## src/rtl/rtc_pkg.sv

```systemverilog
// Package: shared types and helper functions for the serial clock-calendar slave.
// Assumes: command signature nibble 0x6; slot numbering 0..6 calendar order, 7 control.
package rtc_pkg;

    typedef enum logic [1:0] {
        ST_IDLE = 2'd0,
        ST_CMD  = 2'd1,
        ST_WR   = 2'd2,
        ST_RD   = 2'd3
    } xfer_state_t;

    typedef enum logic [1:0] {
        TGT_CTRL = 2'd0,
        TGT_CAL  = 2'd1,
        TGT_TOD  = 2'd2
    } target_t;

    localparam logic [3:0] CMD_SIGNATURE = 4'h6;
    localparam logic [2:0] SEL_CLEAR     = 3'd0;
    localparam logic [2:0] SEL_CTRL      = 3'd1;
    localparam logic [2:0] SEL_CAL       = 3'd2;
    localparam logic [2:0] SEL_TOD       = 3'd3;
    localparam logic [2:0] SLOT_CTRL     = 3'd7;
    localparam logic [2:0] SLOT_HOUR     = 3'd4;

    // Put the command into canonical bit order.
    function automatic logic [7:0] cmd_normalize(input logic [7:0] raw);
        logic [7:0] rev;
        for (int k = 0; k < 8; k++) rev[k] = raw[7-k];
        return (raw[7:4] == CMD_SIGNATURE) ? raw : rev;
    endfunction

    // Give the index of the last byte of a target's transfer.
    function automatic logic [2:0] last_byte(input target_t t);
        case (t)
            TGT_CAL: return 3'd6;
            TGT_TOD: return 3'd2;
            default: return 3'd0;
        endcase
    endfunction

    // Map a target and byte count to a storage slot.
    function automatic logic [2:0] slot_of(input target_t t, input logic [2:0] cnt);
        case (t)
            TGT_CAL: return cnt;
            TGT_TOD: return cnt + SLOT_HOUR;
            default: return SLOT_CTRL;
        endcase
    endfunction

endpackage

```

## src/rtl/rtc_edge_track.sv

```systemverilog
// Module: registers the chip-select and serial-clock pins and flags their rising edges.
// Assumes: pins are already synchronous to clk; the previous values reset high, so that
// a pin held high through reset does not give a false edge.
module rtc_edge_track (
    input  logic clk,
    input  logic rst_n,
    input  logic cs_i,
    input  logic sck_i,
    output logic cs_rise,
    output logic sck_rise,
    output logic cs_prev
);
    logic sck_prev;

    // Hold one-cycle-old copies of the pins.
    always_ff @(posedge clk) begin
        if (!rst_n) begin
            cs_prev  <= 1'b1;
            sck_prev <= 1'b1;
        end else begin
            cs_prev  <= cs_i;
            sck_prev <= sck_i;
        end
    end

    // Flag rising edges by comparing each pin with its old copy.
    always_comb begin
        cs_rise  = cs_i & ~cs_prev;
        sck_rise = sck_i & ~sck_prev;
    end

endmodule

```

## src/rtl/rtc_shift_ctrl.sv

```systemverilog
// Module: transfer sequencer. Collects the command, decodes it, counts bits and bytes,
// issues byte commits to the register file, and shifts read data out.
// Assumes: edge flags come from rtc_edge_track; read data for the addressed slot is
// available combinationally on rd_byte.
module rtc_shift_ctrl
    import rtc_pkg::*;
(
    input  logic        clk,
    input  logic        rst_n,
    input  logic        cs_i,
    input  logic        sio_i,
    input  logic        cs_rise,
    input  logic        cs_prev,
    input  logic        sck_i,
    input  logic        sck_rise,
    input  logic [7:0]  rd_byte,
    output logic [2:0]  slot,
    output logic        wr_en,
    output logic [7:0]  wr_byte,
    output logic        clr_ctrl,
    output logic        sio_o,
    output logic        sio_oe
);
    xfer_state_t st_q;
    target_t     tgt_q;
    logic [2:0]  bit_idx_q;
    logic [2:0]  byte_cnt_q;
    logic [7:0]  sh_buf_q;
    logic        oe_q;
    logic        sio_q;

    logic [7:0]  assembled;
    logic [7:0]  cmd_dec;
    logic        step;
    logic        byte_done;
    logic        last_q;

    // Merge the incoming bit into the partial byte and decode the command form.
    always_comb begin
        assembled            = sh_buf_q;
        assembled[bit_idx_q] = sio_i;
        cmd_dec              = cmd_normalize(assembled);
        step                 = cs_i & sck_rise;
        byte_done            = (bit_idx_q == 3'd7);
        last_q               = (byte_cnt_q == last_byte(tgt_q));
    end

    // Drive the register-file strobes for a byte commit or a control clear.
    always_comb begin
        slot     = slot_of(tgt_q, byte_cnt_q);
        wr_byte  = assembled;
        wr_en    = (st_q == ST_WR) && step && byte_done;
        clr_ctrl = (st_q == ST_CMD) && step && byte_done && (cmd_dec[3:1] == SEL_CLEAR);
    end

    // Sequence the transfer phases, counters and serial output.
    always_ff @(posedge clk) begin
        if (!rst_n) begin
            st_q       <= ST_IDLE;
            tgt_q      <= TGT_CTRL;
            bit_idx_q  <= '0;
            byte_cnt_q <= '0;
            sh_buf_q   <= '0;
            oe_q       <= 1'b0;
            sio_q      <= 1'b0;
        end else if (st_q != ST_IDLE && !cs_i) begin
            st_q       <= ST_IDLE;
            bit_idx_q  <= '0;
            byte_cnt_q <= '0;
            sh_buf_q   <= '0;
            oe_q       <= 1'b0;
            sio_q      <= 1'b0;
        end else begin
            case (st_q)
                ST_IDLE: begin
                    if (!cs_i || sck_rise) begin
                        oe_q  <= 1'b0;
                        sio_q <= 1'b0;
                    end
                    if (cs_rise && sck_i) begin
                        st_q      <= ST_CMD;
                        bit_idx_q <= '0;
                        sh_buf_q  <= '0;
                    end
                end
                ST_CMD: begin
                    if (step) begin
                        if (byte_done) begin
                            bit_idx_q  <= '0;
                            sh_buf_q   <= '0;
                            byte_cnt_q <= '0;
                            case (cmd_dec[3:1])
                                SEL_CTRL: begin
                                    tgt_q <= TGT_CTRL;
                                    st_q  <= cmd_dec[0] ? ST_RD : ST_WR;
                                    oe_q  <= cmd_dec[0];
                                end
                                SEL_CAL: begin
                                    tgt_q <= TGT_CAL;
                                    st_q  <= cmd_dec[0] ? ST_RD : ST_WR;
                                    oe_q  <= cmd_dec[0];
                                end
                                SEL_TOD: begin
                                    tgt_q <= TGT_TOD;
                                    st_q  <= cmd_dec[0] ? ST_RD : ST_WR;
                                    oe_q  <= cmd_dec[0];
                                end
                                default: st_q <= ST_IDLE;
                            endcase
                        end else begin
                            sh_buf_q  <= assembled;
                            bit_idx_q <= bit_idx_q + 3'd1;
                        end
                    end
                end
                ST_WR, ST_RD: begin
                    if (step) begin
                        if (st_q == ST_RD) sio_q <= rd_byte[bit_idx_q];
                        if (byte_done) begin
                            bit_idx_q <= '0;
                            sh_buf_q  <= '0;
                            if (last_q) begin
                                byte_cnt_q <= '0;
                                st_q       <= ST_IDLE;
                            end else begin
                                byte_cnt_q <= byte_cnt_q + 3'd1;
                            end
                        end else begin
                            sh_buf_q  <= assembled;
                            bit_idx_q <= bit_idx_q + 3'd1;
                        end
                    end
                end
                default: st_q <= ST_IDLE;
            endcase
        end
    end

    assign sio_o  = sio_q;
    assign sio_oe = oe_q;


    abort_to_idle_chk: assert property (@(posedge clk) disable iff (!rst_n)
        (st_q != ST_IDLE && !cs_i) |=> (st_q == ST_IDLE));


    cmd_entry_chk: assert property (@(posedge clk) disable iff (!rst_n)
        (st_q == ST_CMD && $past(st_q) == ST_IDLE) |-> ($past(cs_i) && !$past(cs_prev) && $past(sck_i)));


    read_drives_chk: assert property (@(posedge clk) disable iff (!rst_n)
        (st_q == ST_RD) |-> sio_oe);


    quiet_outside_read_chk: assert property (@(posedge clk) disable iff (!rst_n)
        (st_q == ST_CMD || st_q == ST_WR) |-> !sio_oe);


    byte_count_range_chk: assert property (@(posedge clk) disable iff (!rst_n)
        byte_cnt_q <= 3'd6);

endmodule

```

## src/rtl/rtc_regfile.sv

```systemverilog
// Module: calendar, time and control storage, with a byte-wide commit port and a read mux.
// Assumes: slots 0..6 are year, month, day, weekday, hour, minute, second and slot 7 is
// control; commit and clear never coincide.
module rtc_regfile
    import rtc_pkg::*;
#(
    parameter int YEAR_W = 8,
    parameter int MON_W  = 5,
    parameter int DAY_W  = 6,
    parameter int WDAY_W = 3,
    parameter int HOUR_W = 6,
    parameter int MIN_W  = 7,
    parameter int SEC_W  = 7,
    parameter int CTRL_W = 8
) (
    input  logic       clk,
    input  logic       rst_n,
    input  logic       wr_en,
    input  logic [2:0] slot,
    input  logic [7:0] wr_byte,
    input  logic       clr_ctrl,
    output logic [7:0] rd_byte
);
    logic [YEAR_W-1:0] year_q;
    logic [MON_W-1:0]  mon_q;
    logic [DAY_W-1:0]  day_q;
    logic [WDAY_W-1:0] wday_q;
    logic [HOUR_W-1:0] hour_q;
    logic [MIN_W-1:0]  min_q;
    logic [SEC_W-1:0]  sec_q;
    logic [CTRL_W-1:0] ctrl_q;

    // Commit a received byte to its field, or clear the control register.
    always_ff @(posedge clk) begin
        if (!rst_n) begin
            year_q <= '0;
            mon_q  <= '0;
            day_q  <= '0;
            wday_q <= '0;
            hour_q <= '0;
            min_q  <= '0;
            sec_q  <= '0;
            ctrl_q <= '0;
        end else if (clr_ctrl) begin
            ctrl_q <= '0;
        end else if (wr_en) begin
            case (slot)
                3'd0:    year_q <= wr_byte[YEAR_W-1:0];
                3'd1:    mon_q  <= wr_byte[MON_W-1:0];
                3'd2:    day_q  <= wr_byte[DAY_W-1:0];
                3'd3:    wday_q <= wr_byte[WDAY_W-1:0];
                3'd4:    hour_q <= wr_byte[HOUR_W-1:0];
                3'd5:    min_q  <= wr_byte[MIN_W-1:0];
                3'd6:    sec_q  <= wr_byte[SEC_W-1:0];
                default: ctrl_q <= wr_byte[CTRL_W-1:0];
            endcase
        end
    end

    // Select the addressed field, zero-extended to a byte.
    always_comb begin
        rd_byte = '0;
        case (slot)
            3'd0:    rd_byte[YEAR_W-1:0] = year_q;
            3'd1:    rd_byte[MON_W-1:0]  = mon_q;
            3'd2:    rd_byte[DAY_W-1:0]  = day_q;
            3'd3:    rd_byte[WDAY_W-1:0] = wday_q;
            3'd4:    rd_byte[HOUR_W-1:0] = hour_q;
            3'd5:    rd_byte[MIN_W-1:0]  = min_q;
            3'd6:    rd_byte[SEC_W-1:0]  = sec_q;
            default: rd_byte[CTRL_W-1:0] = ctrl_q;
        endcase
    end


    clear_zeroes_ctrl_chk: assert property (@(posedge clk) disable iff (!rst_n)
        clr_ctrl |=> (ctrl_q == '0));


    fields_hold_chk: assert property (@(posedge clk) disable iff (!rst_n)
        !wr_en |=> ($stable(year_q) && $stable(mon_q) && $stable(day_q) && $stable(wday_q)
                    && $stable(hour_q) && $stable(min_q) && $stable(sec_q)));

endmodule

```

## src/rtl/rtc_serial_slave.sv

```systemverilog
// Module: top of the serial clock-calendar slave. Joins the edge tracker, the transfer
// sequencer and the register file.
// Assumes: cs_i, sck_i and sio_i are synchronous to clk, and each serial level lasts
// at least one clk cycle.
module rtc_serial_slave #(
    parameter int YEAR_W = 8,
    parameter int MON_W  = 5,
    parameter int DAY_W  = 6,
    parameter int WDAY_W = 3,
    parameter int HOUR_W = 6,
    parameter int MIN_W  = 7,
    parameter int SEC_W  = 7,
    parameter int CTRL_W = 8
) (
    input  logic clk,
    input  logic rst_n,
    input  logic cs_i,
    input  logic sck_i,
    input  logic sio_i,
    output logic sio_o,
    output logic sio_oe
);
    logic       cs_rise;
    logic       sck_rise;
    logic       cs_prev;
    logic [2:0] slot;
    logic       wr_en;
    logic [7:0] wr_byte;
    logic       clr_ctrl;
    logic [7:0] rd_byte;

    rtc_edge_track u_edge (
        .clk      (clk),
        .rst_n    (rst_n),
        .cs_i     (cs_i),
        .sck_i    (sck_i),
        .cs_rise  (cs_rise),
        .sck_rise (sck_rise),
        .cs_prev  (cs_prev)
    );

    rtc_shift_ctrl u_ctrl (
        .clk      (clk),
        .rst_n    (rst_n),
        .cs_i     (cs_i),
        .sio_i    (sio_i),
        .cs_rise  (cs_rise),
        .cs_prev  (cs_prev),
        .sck_i    (sck_i),
        .sck_rise (sck_rise),
        .rd_byte  (rd_byte),
        .slot     (slot),
        .wr_en    (wr_en),
        .wr_byte  (wr_byte),
        .clr_ctrl (clr_ctrl),
        .sio_o    (sio_o),
        .sio_oe   (sio_oe)
    );

    rtc_regfile #(
        .YEAR_W (YEAR_W),
        .MON_W  (MON_W),
        .DAY_W  (DAY_W),
        .WDAY_W (WDAY_W),
        .HOUR_W (HOUR_W),
        .MIN_W  (MIN_W),
        .SEC_W  (SEC_W),
        .CTRL_W (CTRL_W)
    ) u_regs (
        .clk      (clk),
        .rst_n    (rst_n),
        .wr_en    (wr_en),
        .slot     (slot),
        .wr_byte  (wr_byte),
        .clr_ctrl (clr_ctrl),
        .rd_byte  (rd_byte)
    );

endmodule

```

## config.mk

```make
export PLATFORM = sky130hd
export DESIGN_NAME = rtc_serial_slave
export DESIGN_NICKNAME = d
export VERILOG_FILES = /design/src/rtl/rtc_pkg.sv /design/src/rtl/rtc_edge_track.sv /design/src/rtl/rtc_shift_ctrl.sv /design/src/rtl/rtc_regfile.sv /design/src/rtl/rtc_serial_slave.sv
export SDC_FILE = /design/constraint.sdc
export NUM_CORES = 1
export LEC_CHECK = 0
export BUFFER_PORTS_ARGS = -buffer_cell sky130_fd_sc_hd__buf_2
export CAP_MARGIN = 20
export CORE_MARGIN = 5
export CORE_UTILIZATION = 40
export CTS_BUF_LIST = sky130_fd_sc_hd__clkbuf_4 sky130_fd_sc_hd__clkbuf_8
export CTS_CLUSTER_DIAMETER = 120
export CTS_CLUSTER_SIZE = 30
export DETAILED_ROUTE_END_ITERATION = 16
export GPL_TIMING_DRIVEN = 1
export HOLD_SLACK_MARGIN = 0.05
export PLACE_DENSITY_LB_ADDON = 0.12
export SYNTH_ARGS = -nofsm -noshare
export SYNTH_HDL_FRONTEND = slang
export SYNTH_SLANG_ARGS = --single-unit
```

## constraint.sdc

```tcl
create_clock -name clk -period 2.2 [get_ports clk]
set_input_delay 0.55 -clock clk [delete_from_list [all_inputs] [get_ports clk]]
set_output_delay 0.55 -clock clk [all_outputs]
set_load 0.02 [all_outputs]
```

==> flow_summary_export.csv <==
group,metric,value,unit
final_layout,postLayoutCoreUtil,49.49,%
sta,setup_viol,0,
logic_synthesis,yosys.area.top_type,"dfxtp_1",
final_layout,fillers,871,
critical_path,cp-startpoint,"u_ctrl.bit_idx_q[2]",
detailed_routing,wl_per_cell,18.33,um
logic_synthesis,syn_inst,426,
detailed_routing,detail_route.first_pass.iterations,4,
critical_path,crit_type,"flop to flop",
sta,worstMarginPinSlew,0.4900,ns
critical_path,r2r-start,"u_ctrl.bit_idx_q[2]",
logic_synthesis,ys_warn_count,0,
logic_synthesis,seq_area_frac_synth,39.05,%
hold_path,whs_path_depth,2,
clock_network,h-tree-depth,3,
detailed_routing,ant_nets,0,
logic_synthesis,synth.top_cell.area_share,39.05,%
placed_design,pre_cts_ws,-0.05730,ns
floorplan,start_util,40.52,%
floorplan,fp-row-count,35,
pwr,p_int,1.772,mW
critical_path,cp.required,2.45,ns
sta,hold_slack,0.4004,ns
logic_synthesis,synthTopCellsByArea,"dfxtp_1, nor2_1, a211oi_1",
detailed_routing,route.vias.total,3326,
placed_design,placed_area,0.004170,mm^2
critical_path,r2r_slack,0.08,ns
critical_path,arrival,2.37,ns
logic_synthesis,synth-edff-count,0,
final_layout,seqCellArea,0.001453,mm^2
critical_path,worst_setup_path_end_kind,"flop",
critical_path,start_kind,"flop",
pwr,netSwitchingFraction,25.48,%
final_layout,finalNetCount,484,
logic_synthesis,synthesis.nets,437,
floorplan,fp.dieH,106.1,um
clock_network,clock_latency,0.36,ns
clock_network,cts.sinks,72,
logic_synthesis,synth_cell_types,70,
critical_path,path_max_fanout,9,
logic_synthesis,syn_avg_cell_area,8.664,um^2
logic_synthesis,synthFlopType,"dfxtp_1",
clock_network,cts_buffers,9,
detailed_routing,drt_iter0_drc,229,
sta,hold_violations,0,
pwr,seq_power_share,54.8,%
pwr,combPwrFrac,3.6,%
final_layout,stdcell_count,589,
sta,rsz0062_at_grt,"false",
floorplan,ios,7,
clock_network,cts_tree,"done",
sta,post-route-period-util,96.18,%
hold_path,min_from,"sck_i",
logic_synthesis,ys_seq_elements,72,
sta,slew_violations,0,
sta,fin_ws,0.08404,ns
clock_network,path_clk_slew,0.09,ns
final_layout,antenna_cells,0,
detailed_routing,drc,0,
logic_synthesis,syn_area,0.003691,mm^2
detailed_routing,drt-total-wl,10800,um
global_routing,grt_max_degree,24,
global_routing,grt_overflow,0,
pwr,switchingPower,0.6060,mW
global_routing,grt_pass1_wl,17260,um
pwr,pwr-share-clk,41.6,%
global_routing,grt_pass1_vias,3196,
floorplan,die_area,0.01125,mm^2
pwr,peakVddDrop,0.2561,mV
floorplan,die_w,106.1,um
global_routing,grtUsageTotal,19.63,%
global_routing,antenna_found_initial,0,
final_layout,layout_commonest_cell,"nor2_1",
sta,clock_skew,0.01339,ns
placed_design,dp.cells,568,
final_layout,final_cell_mix,"nor2_1, dfxtp_1, buf_4",
sta,fmax,472.6,MHz
clock_network,cts_root_buf,"clkbuf_8",
pwr,p_per_area,527.5,mW/mm^2
final_layout,multi_input_area,0.002185,mm^2
pwr,power,2.378,mW
hold_path,hp-class,"input pin to flop",
sta,setup-tns-final,0,ns
placed_design,io_buffer_count,6,
hold_path,min_to,"u_edge.sck_prev",
final_layout,final_area,0.004508,mm^2
final_layout,syn_to_final_growth,22.14,%
sta,slew_headroom,66.99,%
critical_path,reg2reg_to,"u_ctrl.sio_oe",
run_status,outcome,"finished, final reports clean",
job,drv_cap,0,
clock_network,cts.path.max_buffers,2,
final_layout,drive_above_1_share,28.24,%
critical_path,worst-r2r-cell-count,7,
detailed_routing,routed_via_density,5.647,
floorplan,coreArea,0.009109,mm^2
placed_design,place.gp.congestion,0.8848,
sta,period_needed,2.116,ns
pwr,p_leak,1.560,nW
placed_design,dp_hpwl,7893,um
logic_synthesis,synthArstFlopShare,0,%
[what timing repair did]
action | CTS | global route
gates cloned | 0 | 1
hold buffers | 0 | 0
endpoints found under the hold margin | 0 | 0
setup buffers | 0 | 4
pin swaps | 1 | 3
gates resized for setup | 7 | 21
setup endpoints to repair | 8 | 49
[registers in the layout, indices dropped and copies added, names as in the netlist, 3 cells and up]
name / count
u_regs.min_q: 7
u_ctrl.byte_cnt_q: 3
u_ctrl.sh_buf_q: 8
u_regs.day_q: 6
u_regs.wday_q: 3
u_regs.year_q: 8
u_ctrl.bit_idx_q: 3
u_regs.sec_q: 7
u_regs.hour_q: 6
u_regs.ctrl_q: 8
u_regs.mon_q: 5
[worst max-delay path, cell delays in order (launching register included)]
cell     delay [ns]
dfxtp_2        0.35
buf_4          0.16
nor3b_1        0.39
mux2i_2        0.39
buf_4          0.24
a32o_1         0.26
nor3_2         0.06
o21ba_1        0.16
[worst max-delay path by stage]
stage / endpoint / slack [ns] / cells after the start
final: u_ctrl.sio_oe / 0.08 / 7
after detailed placement: u_ctrl.sio_o / -0.06 / 8
after global placement: u_ctrl.sio_o / -0.05 / 8
after global routing: u_regs.ctrl_q[6] / 0.004 / 9
after CTS: u_ctrl.st_q[0] / 0.005 / 7
after floorplan: u_regs.sec_q[3] / 0.01 / 10
[metal layers]
| metal | GRT usage [%] | share of wire (%) |
|---|---|---|
| met1 | 28.35 | 52 |
| met2 | 29.92 | 43 |
| met3 | 2.611 | 3.8 |
| met4 | 6.938 | 1.7 |
| met5 | 0 | 0 |
[power groups by stage]
stage | logic, mW | registers, mW | clock network (mW)
floorplan | 0.0468 | 1.34 | 0
global placement | 0.0839 | 1.34 | 0
detailed placement | 0.0847 | 1.34 | 0
CTS | 0.0853 | 1.31 | 1.01
global route | 0.0927 | 1.30 | 1.06
finish | 0.0854 | 1.30 | 0.989
[cells in the mapped netlist (all sizes together) (2+ instances only)]
| library cell | count |
|---|---|
| xor2 | 2 |
| a221oi | 4 |
| ha | 6 |
| a211oi | 45 |
| nor2 | 78 |
| a32oi | 2 |
| nand3 | 9 |
| nand4b | 2 |
| o21ai | 9 |
| a21oi | 33 |
| or3 | 2 |
| o22ai | 2 |
| o2111ai | 2 |
| nand2b | 5 |
| a311oi | 3 |
| clkbuf | 15 |
| nand2 | 16 |
| o21ba | 2 |
| nor2b | 2 |
| a31o | 3 |
| nand3b | 4 |
| dfxtp | 72 |
| xnor2 | 3 |
| inv | 5 |
| a21boi | 3 |
| buf | 16 |
| a22oi | 12 |
| mux2 | 4 |
| nor3b | 4 |
| nor3 | 16 |
| or2 | 3 |
| mux2i | 9 |
| nand4 | 5 |
| and3 | 7 |
| or3b | 2 |
[final cells by class]
cell class              count  area share [%]
multi-input cells         317           48.46
flip-flops and latches     72           32.22
repair buffers             67           11.74
well taps                 111           3.081
clock buffers              10           3.053
clock inverters             6          0.9437
inverters                   6          0.4996
[kinds of logic (layout without fill, tap and decap cells)]
kind of cell | count (synthesis) | after routing | synth area share [%]
buf+inv | 37 | 89 | 4.610
simple gates | 159 | 159 | 21.15
xor+xnor | 5 | 5 | 1.187
mux | 13 | 13 | 4.339
flops | 72 | 72 | 39.05
compound gates | 134 | 134 | 27.63
fa+ha+maj | 6 | 6 | 2.034
Note: power is estimated with default switching activity, not from simulation.
